$ cat config.mk
export PLATFORM = sky130hd
export DESIGN_NAME = amem_rd_seq
export DESIGN_NICKNAME = d
export VERILOG_FILES = /design/src/rtl/amem_pkg.sv /design/src/rtl/amem_ack_sync.sv /design/src/rtl/amem_cnt.sv /design/src/rtl/amem_rd_fsm.sv /design/src/rtl/amem_rd_seq.sv
export SDC_FILE = /design/constraint.sdc
export NUM_CORES = 1
export LEC_CHECK = 0
export BUFFER_PORTS_ARGS = -buffer_cell sky130_fd_sc_hd__clkbuf_2
export CELL_PAD_IN_SITES_DETAIL_PLACEMENT = 0
export CELL_PAD_IN_SITES_GLOBAL_PLACEMENT = 1
export CORE_MARGIN = 2
export CORE_UTILIZATION = 38
export DETAILED_ROUTE_END_ITERATION = 8
export GPL_ROUTABILITY_DRIVEN = 0
export PLACE_DENSITY = 0.9
export SYNTH_ARGS = -nofsm -noshare
export SYNTH_HDL_FRONTEND = slang
export SYNTH_SLANG_ARGS = --single-unit
$ cat constraint.sdc
create_clock -name clk -period 3.17 [get_ports clk]
set_input_delay 0 -clock clk [delete_from_list [all_inputs] [get_ports clk]]
set_output_delay 0 -clock clk [all_outputs]
set_load 0.005 [all_outputs]
$ cat src/rtl/amem_pkg.sv
// Package: shared state encoding for the external read sequencer.
// Assumes: nothing; types only.
package amem_pkg;
    typedef enum logic [2:0] {
        ST_IDLE   = 3'd0,
        ST_SETUP  = 3'd1,
        ST_STROBE = 3'd2,
        ST_HOLD   = 3'd3,
        ST_GAP    = 3'd4
    } amem_state_t;
endpackage

$ cat src/rtl/amem_ack_sync.sv
// Module: multi-flop synchronizer for the external acknowledge line.
// Assumes: STAGES >= 2; the input is asynchronous to clk.
module amem_ack_sync #(
    parameter int STAGES = 2
) (
    input  logic clk,
    input  logic rst_n,
    input  logic ack_in,
    output logic ack_out
);
    logic [STAGES-1:0] shreg;

    // Shift the raw acknowledge through the flop chain.
    always_ff @(posedge clk) begin
        if (!rst_n) shreg <= '0;
        else        shreg <= {shreg[STAGES-2:0], ack_in};
    end

    assign ack_out = shreg[STAGES-1];
endmodule

$ cat src/rtl/amem_cnt.sv
// Module: loadable phase down-counter. last is high when one cycle remains.
// Assumes: the loaded value is nonzero for phases that use it.
module amem_cnt #(
    parameter int CNT_W = 4
) (
    input  logic             clk,
    input  logic             rst_n,
    input  logic             load,
    input  logic [CNT_W-1:0] ld_val,
    input  logic             dec,
    output logic             last
);
    logic [CNT_W-1:0] cnt;

    // Load a phase length, or count down and saturate at one.
    always_ff @(posedge clk) begin
        if (!rst_n)
            cnt <= '0;
        else if (load)
            cnt <= ld_val;
        else if (dec && (cnt > CNT_W'(1)))
            cnt <= cnt - CNT_W'(1);
    end

    assign last = (cnt <= CNT_W'(1));
endmodule

$ cat src/rtl/amem_rd_fsm.sv
// Module: phase sequencer (setup, strobe, hold, gap) for one read access.
// Assumes: wait_eff is nonzero; hold/idle counts are latched by the parent.
module amem_rd_fsm
    import amem_pkg::*;
#(
    parameter int CNT_W = 4
) (
    input  logic             clk,
    input  logic             rst_n,
    input  logic             req_fire,
    input  logic             cnt_last,
    input  logic             ack_ok,
    input  logic [CNT_W-1:0] wait_eff,
    input  logic [CNT_W-1:0] hold_cnt,
    input  logic [CNT_W-1:0] idle_cnt,
    output amem_state_t      state_q,
    output amem_state_t      state_d,
    output logic             cnt_load,
    output logic [CNT_W-1:0] cnt_ld_val,
    output logic             cnt_dec
);
    logic hold_zero;
    logic idle_zero;

    assign hold_zero = (hold_cnt == '0);
    assign idle_zero = (idle_cnt == '0);

    // Choose the next phase and the counter load for it.
    always_comb begin
        state_d    = state_q;
        cnt_load   = 1'b0;
        cnt_ld_val = '0;
        unique case (state_q)
            ST_IDLE: begin
                if (req_fire) state_d = ST_SETUP;
            end
            ST_SETUP: begin
                state_d    = ST_STROBE;
                cnt_load   = 1'b1;
                cnt_ld_val = wait_eff;
            end
            ST_STROBE: begin
                if (cnt_last && ack_ok) begin
                    if (!hold_zero) begin
                        state_d    = ST_HOLD;
                        cnt_load   = 1'b1;
                        cnt_ld_val = hold_cnt;
                    end else if (!idle_zero) begin
                        state_d    = ST_GAP;
                        cnt_load   = 1'b1;
                        cnt_ld_val = idle_cnt;
                    end else begin
                        state_d = ST_IDLE;
                    end
                end
            end
            ST_HOLD: begin
                if (cnt_last) begin
                    if (!idle_zero) begin
                        state_d    = ST_GAP;
                        cnt_load   = 1'b1;
                        cnt_ld_val = idle_cnt;
                    end else begin
                        state_d = ST_IDLE;
                    end
                end
            end
            ST_GAP: begin
                if (cnt_last) state_d = ST_IDLE;
            end
            default: state_d = ST_IDLE;
        endcase
    end

    // Count down only inside the timed phases.
    assign cnt_dec = (state_q == ST_STROBE) || (state_q == ST_HOLD) || (state_q == ST_GAP);

    // Phase register.
    always_ff @(posedge clk) begin
        if (!rst_n) state_q <= ST_IDLE;
        else        state_q <= state_d;
    end
endmodule

$ cat src/rtl/amem_rd_seq.sv
// Module: top of the external read sequencer. Registers every external pin,
// latches request address and counts, captures data at the strobe's rise.
// Assumes: mem_data_in is stable around the rising strobe edge; mem_ack async.
module amem_rd_seq
    import amem_pkg::*;
#(
    parameter int ADDR_W     = 16,
    parameter int DATA_W     = 16,
    parameter int CNT_W      = 4,
    parameter int ACK_STAGES = 2
) (
    input  logic              clk,
    input  logic              rst_n,
    input  logic              req_valid,
    input  logic [ADDR_W-1:0] req_addr,
    input  logic [CNT_W-1:0]  cfg_wait,
    input  logic [CNT_W-1:0]  cfg_hold,
    input  logic [CNT_W-1:0]  cfg_idle,
    output logic              rdy,
    output logic [DATA_W-1:0] rd_data,
    output logic              rd_valid,
    output logic [ADDR_W-1:0] mem_addr,
    output logic              mem_sel_n,
    output logic              mem_rd_n,
    output logic              mem_wr_n,
    input  logic [DATA_W-1:0] mem_data_in,
    input  logic              mem_ack
);
    localparam logic [CNT_W-1:0] ONE = CNT_W'(1);

    amem_state_t      state_q;
    amem_state_t      state_d;
    logic             req_fire;
    logic             ack_s;
    logic             cnt_last;
    logic             cnt_load;
    logic             cnt_dec;
    logic [CNT_W-1:0] cnt_ld_val;
    logic [CNT_W-1:0] wait_q;
    logic [CNT_W-1:0] hold_q;
    logic [CNT_W-1:0] idle_q;
    logic             capture;

    assign req_fire = req_valid && rdy;
    assign mem_wr_n = 1'b1;

    amem_ack_sync #(.STAGES(ACK_STAGES)) u_sync (
        .clk     (clk),
        .rst_n   (rst_n),
        .ack_in  (mem_ack),
        .ack_out (ack_s)
    );

    amem_cnt #(.CNT_W(CNT_W)) u_cnt (
        .clk    (clk),
        .rst_n  (rst_n),
        .load   (cnt_load),
        .ld_val (cnt_ld_val),
        .dec    (cnt_dec),
        .last   (cnt_last)
    );

    amem_rd_fsm #(.CNT_W(CNT_W)) u_fsm (
        .clk        (clk),
        .rst_n      (rst_n),
        .req_fire   (req_fire),
        .cnt_last   (cnt_last),
        .ack_ok     (ack_s),
        .wait_eff   (wait_q),
        .hold_cnt   (hold_q),
        .idle_cnt   (idle_q),
        .state_q    (state_q),
        .state_d    (state_d),
        .cnt_load   (cnt_load),
        .cnt_ld_val (cnt_ld_val),
        .cnt_dec    (cnt_dec)
    );

    // Latch address and phase counts when a request is taken; zero wait acts as one.
    always_ff @(posedge clk) begin
        if (!rst_n) begin
            mem_addr <= '0;
            wait_q   <= ONE;
            hold_q   <= '0;
            idle_q   <= '0;
        end else if (req_fire) begin
            mem_addr <= req_addr;
            wait_q   <= (cfg_wait == '0) ? ONE : cfg_wait;
            hold_q   <= cfg_hold;
            idle_q   <= cfg_idle;
        end
    end

    // Register the pins from the next phase so they change on clock edges only.
    always_ff @(posedge clk) begin
        if (!rst_n) begin
            mem_sel_n <= 1'b1;
            mem_rd_n  <= 1'b1;
            rdy       <= 1'b1;
        end else begin
            mem_sel_n <= !((state_d == ST_SETUP) || (state_d == ST_STROBE) || (state_d == ST_HOLD));
            mem_rd_n  <= !(state_d == ST_STROBE);
            rdy       <= (state_d == ST_IDLE);
        end
    end

    assign capture = (state_q == ST_STROBE) && (state_d != ST_STROBE);

    // Sample the data bus at the strobe's rising edge and flag it for one clock.
    always_ff @(posedge clk) begin
        if (!rst_n) begin
            rd_data  <= '0;
            rd_valid <= 1'b0;
        end else begin
            rd_valid <= capture;
            if (capture) rd_data <= mem_data_in;
        end
    end
endmodule

# --- After elaboration in Yosys (flattened, before gate mapping) ---
# Cells that the tools add are included.
op_classes:
  n_addsub: 1
  muxes: 20
  eq_ne: 8
  n_reduce_logical: 16
  magnitude_cmp: 2
op_table:
  columns: ["op", "n"]
  rows:
  - ["4-bit 2-to-1 mux", 7]
  - ["3-bit 2-to-1 mux", 6]
  - ["3-bit one-hot mux with 5 select lines", 1]
  - ["3-bit by 2-bit equality test with 1-bit output, second input constant", 4]
  - ["4-bit zero test", 3]
  - ["4-bit one-hot mux with 3 select lines", 1]
  - ["3-bit by 1-bit equality test with 1-bit output, second input constant", 2]
  - ["3-bit zero test", 2]
  - ["4-bit by 1-bit greater-than comparator with 1-bit output, second input constant", 1]
  - ["4-bit by 1-bit <= comparator with 1-bit output, second input constant", 1]
  - ["1-bit logical AND", 4]
  - ["1-bit logical OR", 4]
  - ["1-bit 2-to-1 mux", 4]
  - ["4-bit by 1-bit subtractor with 4-bit output, second input constant", 1]
  - ["3-bit equality test, second input constant", 1]
  - ["3-bit by 2-bit != test with 1-bit output, second input constant", 1]
  - ["1-bit one-hot mux with 3 select lines", 1]
  - ["1-bit zero test", 2]
  - ["2-bit nonzero test", 1]
totals:
  elab_cells: 59
  regBits: 57
  output_inout_bits: 37

# --- Longest topological paths before layout ---
# Gate-level depths: netlist of the first run.
depth:
  word_depth: 9
  depth_mapped: 9
  depth_no_buf: 7

# --- Modules after synthesis ---
# From an unflattened synthesis of the first run, not the netlist that was laid out.
unflattened:
  cells_unflattened: 294
  hier_area_um2: 2513.7
modules_own_cells:
  columns: ["module", "n_inst", "cells_per_inst", "seq_area_each_um2", "area_per_inst_um2"]
  rows:
  - ["amem_rd_seq", 1, 207, 960.9, 1828.0]
  - ["amem_rd_fsm", 1, 48, 60.1, 352.8]
  - ["amem_cnt", 1, 35, 80.1, 280.3]
  - ["amem_ack_sync", 1, 4, 40.0, 52.6]

# --- Worst setup path before layout of the first run ---
# OpenSTA, ideal clock, no wires.
synth_path:
  path_kind: "flip-flop to flip-flop"
  start: "register u_cnt.cnt[0]"
  end: "register u_cnt.cnt[2]"
  period_less_slack_ns: 1.853
  path_slack_ns: 1.317
  setup_ns: 0.132
  n_path_buf: 2
  t_arrival_ns: 1.722
  required_time_ns: 3.038
  path_stages_with_launch: 9
  path_cell_list: "dfxtp_1 > inv_1 > ha_1 > or2_1 > clkbuf_1 > and3_1 > buf_2 > a221oi_1 > a221oi_2"
synth_via:
  elab_chain_len: 5
synth_lines:
  columns: ["element", "line", "source"]
  rows:
  - ["from (decl)", "amem_cnt.sv:13", "logic [CNT_W-1:0] cnt;"]
  - ["from (signal assigned)", "amem_cnt.sv:20", "cnt <= ld_val;"]
  - ["from (signal assigned)", "amem_cnt.sv:22", "cnt <= cnt - CNT_W'(1);"]
  - ["4-bit by 1-bit <= comparator with 1-bit output", "amem_cnt.sv:25", "assign last = (cnt <= CNT_W'(1));"]
  - ["1-bit logical AND", "amem_rd_fsm.sv:43", "if (cnt_last && ack_ok) begin"]
  - ["4-bit 2-to-1 mux / 1-bit 2-to-1 mux (equally long branches)", "amem_rd_fsm.sv:43", null]
  - ["4-bit one-hot mux with 3 select lines / 1-bit one-hot mux with 3 select lines (equally long branches)", "amem_rd_fsm.sv:33", "unique case (state_q)"]
  - ["4-bit 2-to-1 mux / 2-bit nonzero test (equally long branches)", null, null]
# Several ways; a longest one is shown, not always the timed one. The select of a mux whose other input is x is not followed.
# A chain may end at the register's enable or synchronous reset.

# --- Worst setup path in the final report of the first run ---
layout_path:
  start: "register u_cnt.cnt[0]"
  end: "register u_cnt.cnt[0]"
# The elaborated chain is that of the path after synthesis.

==> results of run 1 <==
-- power groups by stage --
stage | combinational [mW] | sequential (mW) | clock, mW
floorplan | 0.237 | 0.821 | 0
global placement | 0.309 | 0.839 | 0
detailed placement | 0.312 | 0.841 | 0
CTS | 0.358 | 0.826 | 0.677
global route | 0.405 | 0.834 | 0.711
finish | 0.359 | 0.826 | 0.664
-- worst register-to-register path, stage by stage, from the launching register on --
cell	delay, ps
sky130_fd_sc_hd__dfxtp_1	360
sky130_fd_sc_hd__inv_1	80
sky130_fd_sc_hd__ha_1	250
sky130_fd_sc_hd__or2_1	330
sky130_fd_sc_hd__nand3_1	610
sky130_fd_sc_hd__nor2_1	110
sky130_fd_sc_hd__a31oi_1	180
sky130_fd_sc_hd__a31oi_1	100
-- final timing paths --
| path | endpoint | depth (start not counted) |
|---|---|---|
| max | u_cnt.cnt[0] | 7 |
| min | u_cnt.cnt[3] | 2 |
| max reg2reg | u_cnt.cnt[0] | 7 |
| min reg2reg | u_sync.shreg[1] | 1 |
-- sequential cells by signal, summed over array words and instances, names as in the netlist --
register       count
u_fsm.state_q      3
mem_rd_n           1
rdy                1
mem_addr          16
rd_valid           1
u_cnt.cnt          4
rd_data           16
hold_q             4
idle_q             4
wait_q             4
mem_sel_n          1
u_sync.shreg       2
-- layout by cell type, fill, tap and decap left out, types with 3 or more instances in the layout --
cell type / synthesis / layout
sky130_fd_sc_hd__o21ai_0: 3 / 3
sky130_fd_sc_hd__dlygate4sd3_1: 0 / 46
sky130_fd_sc_hd__a21oi_1: 47 / 47
sky130_fd_sc_hd__clkbuf_8: 0 / 11
sky130_fd_sc_hd__nand2_1: 92 / 92
sky130_fd_sc_hd__nor4b_1: 3 / 3
sky130_fd_sc_hd__nor2_1: 12 / 12
sky130_fd_sc_hd__and2_1: 4 / 4
sky130_fd_sc_hd__a31oi_1: 4 / 4
sky130_fd_sc_hd__dfxtp_1: 57 / 57
sky130_fd_sc_hd__clkbuf_2: 0 / 83
sky130_fd_sc_hd__and3_1: 3 / 3
sky130_fd_sc_hd__inv_1: 4 / 4
sky130_fd_sc_hd__nor3_1: 6 / 6
-- per-stage QoR --
step / setup slack [ps] / area (sq um) / std cells
after detailed placement: 1020 / 2810 / 434
after global routing: 769 / 3470 / 495
after floorplan: 1320 / 2380 / 293
after global placement: 1120 / 2810 / 434
after CTS: 1010 / 3470 / 495
final: 1010 / 3470 / 495
-- repair_timing --
| action | in CTS | in global routing |
|---|---|---|
| setup buffers | 0 | 0 |
| hold buffers | 46 | 0 |
| hold endpoints to repair | 45 | 0 |
| resized for setup | 0 | 0 |
-- cell type report --
type | instances | area, sq um | share of cell area, %
flip-flops and latches | 57 | 1140 | 32.9
multi-input cells | 213 | 1130 | 32.7
repair buffers | 130 | 883 | 25.5
clock buffers | 12 | 155 | 4.47
well taps | 75 | 93.8 | 2.71
clock inverters | 3 | 40.0 | 1.15
inverters | 5 | 18.8 | 0.541
-- kinds of logic after synthesis --
kind of cell	after synthesis
and+or+nand+nor	136
AOI/OAI and AO/OA	73
DFF	57
buffers and inverters	23
adders and majority gates	2
xor gates and xnor gates	1
other	1
-- layer usage --
metal	vias up	wire length (microns)
li1	1246	-
met1	1090	2700
met2	91	3190
met3	14	398
met4	0	157
met5	-	0
==> results.json, run 1 <==
{
  "finalSetupTns_ps": 0,
  "drt_iter0_markers": 161,
  "total_power_mw": 1.85,
  "cts_buffers": 9,
  "met1_usage_pct": 21.8,
  "status": "finished, final reports clean",
  "wire_length_of_the_first_global_routing_pass_mm": 10.9,
  "power.density_nw_per_um2": 533,
  "ys_types": 48,
  "critPathMostFrequentCell": "sky130_fd_sc_hd__a31oi_1",
  "finalMaxSlewViolations": 0,
  "grtUsageMet3_pct": 6.36,
  "route.antenna.remaining_nets": 0,
  "rsz_0062_raised_after_global_routing": "no",
  "worst-r2r-setup-slack_ps": 1010,
  "clock_latency_ps": 330,
  "cap_violations": 0,
  "cp_top_family": "simple AND/OR/NAND/NOR gates",
  "max-vdd-ir-drop_mv": 0.395,
  "power.clock.fraction_pct": 35.9,
  "syn_area_sq_um": 2380,
  "cts_tree": "built",
  "async_reset_ff_share_pct": 0,
  "required_time_reported_for_the_critical_path_endpoint_ps": 3350,
  "drc_errors": 0,
  "dp_hpwl_mm": 4.07,
  "startpoint_type": "flip-flop",
  "p_seq_share_pct": 44.7,
  "synth_edf_count": 0,
  "design.core.area_sq_um": 5990,
  "grt_pass1_vias": 2420,
  "num_rows": 28,
  "floorplan.initialDensity_pct": 39.8,
  "leakagePower_nw": 1.47,
  "timing_worst_setup_path_type": "flip-flop to flip-flop",
  "timing.critical_path.slowest_cell_delay_ps": 610,
  "finish.net_count": 466,
  "yosys.cell_count.top_type": "sky130_fd_sc_hd__nand2_1",
  "skew_ps": 5.69,
  "final-hold-violation-count": 0,
  "groute.usage.overall_pct": 19.5,
  "grt_util_met2_pct": 33.7,
  "grt_max_degree": 47,
  "power.combinational.fraction_pct": 19.4,
  "timing.fmax_mhz": 463,
  "ctsLongestPathBuffers": 2,
  "synth_largest_area_cell": "sky130_fd_sc_hd__dfxtp_1",
  "totalWireLength_mm": 6.45,
  "cp-end-kind": "flip-flop",
  "layout-area-overhead-vs-synth_pct": 45.5,
  "max_slew_margin_pct": 39.9,
  "synth_simple_gate_area_share_pct": 26.9,
  "setup_viol_count_final": 0,
  "filler_cell_count": 498,
  "arrival_ps": 2340,
  "die_footprint_sq_um": 6920,
  "path_cells": "inv_1 > ha_1 > or2_1 > nand3_1 > nor2_1 > a31oi_1 > a31oi_1",
  "path_buf_inv": 1,
  "post_synth_fa_ha_maj_area_fraction_pct": 1.05,
  "cts.sinks": 57,
  "power.switching_fraction_pct": 27.4,
  "drive_above_1_share_pct": 25.5,
  "hp-start": "rst_n",
  "netlist_top_cells_area": "sky130_fd_sc_hd__dfxtp_1, sky130_fd_sc_hd__nand2_1, sky130_fd_sc_hd__a21oi_1",
  "gr-max-usage-layer": "met2",
  "hold_slack_ps": 34.8,
  "cell_internal_pwr_mw": 1.34,
  "worst_r2r_startpoint": "u_cnt.cnt[0]",
  "routed_vias_inst": 4.93,
  "synthesis.area_per_instance_sq_um": 8.13,
  "synth_top_area_share_pct": 47.9,
  "routedWlPerCell_microns": 13.0,
  "worstMarginPinSlew_ps": 899,
  "finalCriticalPeriod_ps": 2160,
  "dieWidth_microns": 83.2,
  "crit_path_start": "u_cnt.cnt[0]",
  "period_share_pct": 68.1,
  "yosys_warnings": 0,
  "clock-root-buffer": "sky130_fd_sc_hd__clkbuf_8",
  "cpMaxStageDelayCell": "sky130_fd_sc_hd__nand3_1",
  "yosys.area_share.xor_xnor_pct": 0.368,
  "die-height_microns": 83.2,
  "clk_pin_slew_ps": 60,
  "syn-num-nets": 343,
  "post_synth_inst_count": 293,
  "antenna_cells": 0,
  "critPathMaxFanout": 19,
  "number_of_antenna_violations_at_the_first_check_in_global_routing": 0,
  "h-tree-depth": 3,
  "routed-via-count": 2441,
  "synthFlopType": "sky130_fd_sc_hd__dfxtp_1",
  "main_combinational_cell_family_by_area_after_synthesis": "simple AND/OR/NAND/NOR gates",
  "seq_area_frac_synth_pct": 47.9,
  "grt_remaining_overflow": 0,
  "postSynthRegisterBits": 57,
  "ios": 85,
  "timing.hold.worst.class": "input port to flip-flop",
  "portion_of_netlist_area_occupied_by_mux_cells_pct": 0,
  "io_buffer_count": 83,
  "synth-compound-area-share_pct": 19.1,
  "finish.utilization_pct": 57.9,
  "synth_top_cells_by_count": "sky130_fd_sc_hd__nand2_1, sky130_fd_sc_hd__dfxtp_1, sky130_fd_sc_hd__a21oi_1",
  "drt-pass1-iter-count": 4,
  "p_switching_uw": 506
}
Power figures use the tool's default switching activity.
==> run 2: changes to the inputs <==
--- a/config.mk
+++ b/config.mk
@@ -5,14 +5,15 @@
 export SDC_FILE = /design/constraint.sdc
 export NUM_CORES = 1
 export LEC_CHECK = 0
+export ABC_AREA = 1
 export BUFFER_PORTS_ARGS = -buffer_cell sky130_fd_sc_hd__clkbuf_2
 export CELL_PAD_IN_SITES_DETAIL_PLACEMENT = 0
 export CELL_PAD_IN_SITES_GLOBAL_PLACEMENT = 1
 export CORE_MARGIN = 2
-export CORE_UTILIZATION = 38
+export CORE_UTILIZATION = 30
 export DETAILED_ROUTE_END_ITERATION = 8
 export GPL_ROUTABILITY_DRIVEN = 0
-export PLACE_DENSITY = 0.9
+export PLACE_DENSITY = 0.8
 export SYNTH_ARGS = -nofsm -noshare
 export SYNTH_HDL_FRONTEND = slang
 export SYNTH_SLANG_ARGS = --single-unit
==> constraint.sdc (replaced) <==
create_clock -name clk -period 1.75 [get_ports clk]
set_input_delay 0 -clock clk [delete_from_list [all_inputs] [get_ports clk]]
set_output_delay 0 -clock clk [all_outputs]
set_load 0.005 [all_outputs]
==> run 2 against run 1 <==
Compared with the run above: count of clock-buffer cells in the layout fell by 1; area after synthesis fell by 0.53%; utilization fell by 11 points; combinational power rose by 140%; worst hold slack improved by 74 ps; sequential cell count did not move; critical path depth rose by 6; critical path type unchanged; critical endpoint is now u_cnt.cnt[1]; largest power group unchanged.
==> results.json, run 2 <==
{
  "status": "finished, final reports clean",
  "antenna_cells": 0,
  "worst_r2r_startpoint": "u_cnt.cnt[0]",
  "max-vdd-ir-drop_mv": 0.538,
  "h-tree-depth": 3,
  "timing_worst_setup_path_type": "flip-flop to flip-flop",
  "startpoint_type": "flip-flop",
  "routed-via-count": 2582,
  "layout-area-overhead-vs-synth_pct": 52.5,
  "postSynthRegisterBits": 57,
  "synth_edf_count": 0,
  "critPathMaxFanout": 4,
  "synth_largest_area_cell": "sky130_fd_sc_hd__dfxtp_1",
  "finish.net_count": 515,
  "crit_path_start": "u_cnt.cnt[0]",
  "synth_top_area_share_pct": 48.2,
  "wire_length_of_the_first_global_routing_pass_mm": 10.8,
  "dieWidth_microns": 92.9,
  "routed_vias_inst": 4.51,
  "path_cells": "inv_2 > ha_2 > inv_1 > nand2_1 > nand3_1 > nor2_4 > buf_4 > nand2_1 > nand2_1 > nor2_1 > nand2_1 > nor2_1 > nor2_1",
  "post_cts_buffers": 0,
  "layout.cells.most_common_list": "sky130_fd_sc_hd__nor2_1, sky130_fd_sc_hd__clkbuf_2, sky130_fd_sc_hd__dfxtp_1, sky130_fd_sc_hd__o21ai_0, sky130_fd_sc_hd__dlygate4sd3_1",
  "finalCriticalPeriod_ps": 1580,
  "drt-pass1-iter-count": 4,
  "timing.fmax_mhz": 632,
  "leakagePower_nw": 1.76,
  "synthesis.area_per_instance_sq_um": 7.05,
  "groute.usage.overall_pct": 15.7,
  "filler_cell_count": 780,
  "cts_tree": "built",
  "power.density_nw_per_um2": 1070,
  "synthFlopType": "sky130_fd_sc_hd__dfxtp_1",
  "number_of_antenna_violations_at_the_first_check_in_global_routing": 0,
  "timing.critical_path.slowest_cell_delay_ps": 370,
  "ys_types": 25,
  "grt_remaining_overflow": 0,
  "ctsLongestPathBuffers": 2,
  "dp_hpwl_mm": 4.17,
  "drc_errors": 0,
  "max_slew_margin_pct": 53.0,
  "critPathMostFrequentCell": "sky130_fd_sc_hd__nand2_1",
  "clk_pin_slew_ps": 60,
  "seq_area_frac_synth_pct": 48.2,
  "synth_top_cells_by_count": "sky130_fd_sc_hd__nor2_1, sky130_fd_sc_hd__dfxtp_1, sky130_fd_sc_hd__o21ai_0",
  "yosys.cell_count.top_type": "sky130_fd_sc_hd__nor2_1",
  "clock-root-buffer": "sky130_fd_sc_hd__clkbuf_8",
  "finalMaxSlewViolations": 0,
  "final-hold-violation-count": 0,
  "timing.hold.worst.class": "input port to flip-flop",
  "totalWireLength_mm": 6.48,
  "cp.depth": 13,
  "drive_above_1_share_pct": 25.1,
  "cts.sinks": 57,
  "num_rows": 32,
  "die-height_microns": 92.9,
  "period_share_pct": 90.4,
  "route.antenna.remaining_nets": 0,
  "arrival_ps": 1810,
  "reg2regPathDepth": 13,
  "cp-end-kind": "flip-flop",
  "critical_path.reg2reg.endpoint": "u_cnt.cnt[1]",
  "cts_buffers": 9,
  "syn_area_sq_um": 2370,
  "worst_setup_path_endpoint": "u_cnt.cnt[1]",
  "grt_pass1_vias": 2508,
  "worst-r2r-setup-slack_ps": 170,
  "worstMarginPinSlew_ps": 704,
  "multi_input_comb_area_sq_um": 1080,
  "cap_violations": 0,
  "ios": 85,
  "netlist_top_cells_area": "sky130_fd_sc_hd__dfxtp_1, sky130_fd_sc_hd__nor2_1, sky130_fd_sc_hd__o21ai_0",
  "total_power_mw": 3.88,
  "clock_latency_ps": 330,
  "hold_slack_ps": 109,
  "sequential_cell_area_sq_um": 1140,
  "die_footprint_sq_um": 8630,
  "setup_viol_count_final": 0,
  "design.core.area_sq_um": 7690,
  "async_reset_ff_share_pct": 0,
  "layout.cells.most_common": "sky130_fd_sc_hd__nor2_1",
  "cpMaxStageDelayCell": "sky130_fd_sc_hd__dfxtp_1",
  "post_synth_inst_count": 336,
  "drt_iter0_markers": 147,
  "path_buf_inv": 3,
  "cp_top_family": "simple AND/OR/NAND/NOR gates",
  "skew_ps": 5.95,
  "required_time_reported_for_the_critical_path_endpoint_ps": 1980,
  "routedWlPerCell_microns": 11.3,
  "grt_max_degree": 36,
  "io_buffer_count": 83,
  "floorplan.initialDensity_pct": 30.8,
  "yosys_warnings": 0,
  "reg_top3": "mem_addr x16, rd_data x16",
  "timing.final.ws_setup_ps": 167,
  "syn-num-nets": 386,
  "dp_slack_ps": 74.6
}
run 2: cell types whose count changed in the layout (fill, tap and decap cells not counted), moves of 9 or more:
cell / previous run / this run
sky130_fd_sc_hd__nand2_1: 92 / 40
sky130_fd_sc_hd__inv_1: 4 / 23
sky130_fd_sc_hd__nor2_1: 12 / 103
sky130_fd_sc_hd__a21oi_1: 47 / 10
sky130_fd_sc_hd__nand3_1: 1 / 10
sky130_fd_sc_hd__o21ai_0: 3 / 46
run 2: final cells by class:
cell class / instances / area share, %
Multi-Input combinational cell: 237 / 29.9
Clock buffer: 11 / 3.91
Clock inverter: 5 / 2.84
Inverter: 26 / 2.70
Sequential cell: 57 / 31.6
Timing Repair Buffer: 134 / 25.6
Tap cell: 102 / 3.53
run 2: routing by layer:
| layer | global-route usage [%] | part of all wire [%] | vias to the layer above |
|---|---|---|---|
| met5 | 0 | 0 | - |
| met4 | 7.60 | 1.9 | 0 |
| met3 | 3.50 | 3.4 | 10 |
| met2 | 26.8 | 50 | 50 |
| met1 | 18.7 | 45 | 1192 |
| li1 | - | - | 1330 |
run 2: cell families (layout without fill, tap and decap cells):
family          after synthesis  count (layout)  share of synthesized area, %
fa+ha+maj                     2               2                          1.06
simple gates                173             173                          29.6
buf+inv                      42             176                          7.44
other cells                   1               1                         0.158
xor+xnor                      1               1                         0.370
compound gates               60              60                          13.3
flops                        57              57                          48.2
run 2: where the power goes:
| part | internal (mW) | switching [mW] |
|---|---|---|
| combinational | 0.377 | 0.496 |
| sequential | 1.43 | 0.0798 |
| clock | 0.982 | 0.512 |
run 2: worst min path at each step:
stage                       start              end  slack, ps  cells after the start
after detailed placement  mem_ack  u_sync.shreg[0]        190                      3
after global routing        rst_n        mem_sel_n        140                      2
after floorplan           mem_ack  u_sync.shreg[0]        100                      2
after CTS                   rst_n        mem_sel_n        100                      2
after global placement    mem_ack  u_sync.shreg[0]        190                      3
final                       rst_n        mem_sel_n        110                      2
run 2: stage by stage:
| step | area (sq um) | TNS (ps) | util (%) | instances |
|---|---|---|---|---|
| after floorplan | 2370 | 0 | - | 336 |
| after global placement | 2890 | 0 | 37.6 | 511 |
| after detailed placement | 2890 | 0 | 37.6 | 511 |
| after CTS | 3590 | 0 | 46.6 | 572 |
| after global routing | 3610 | -13.5 | 47.0 | 572 |
| final | 3610 | 0 | 47.0 | 572 |
run 2: what timing repair did:
action / in CTS / in global routing
hold buffers: 45 / 0
hold endpoints to repair: 45 / 0
endpoints found under the setup margin: 0 / 20
gates resized for setup: 0 / 10
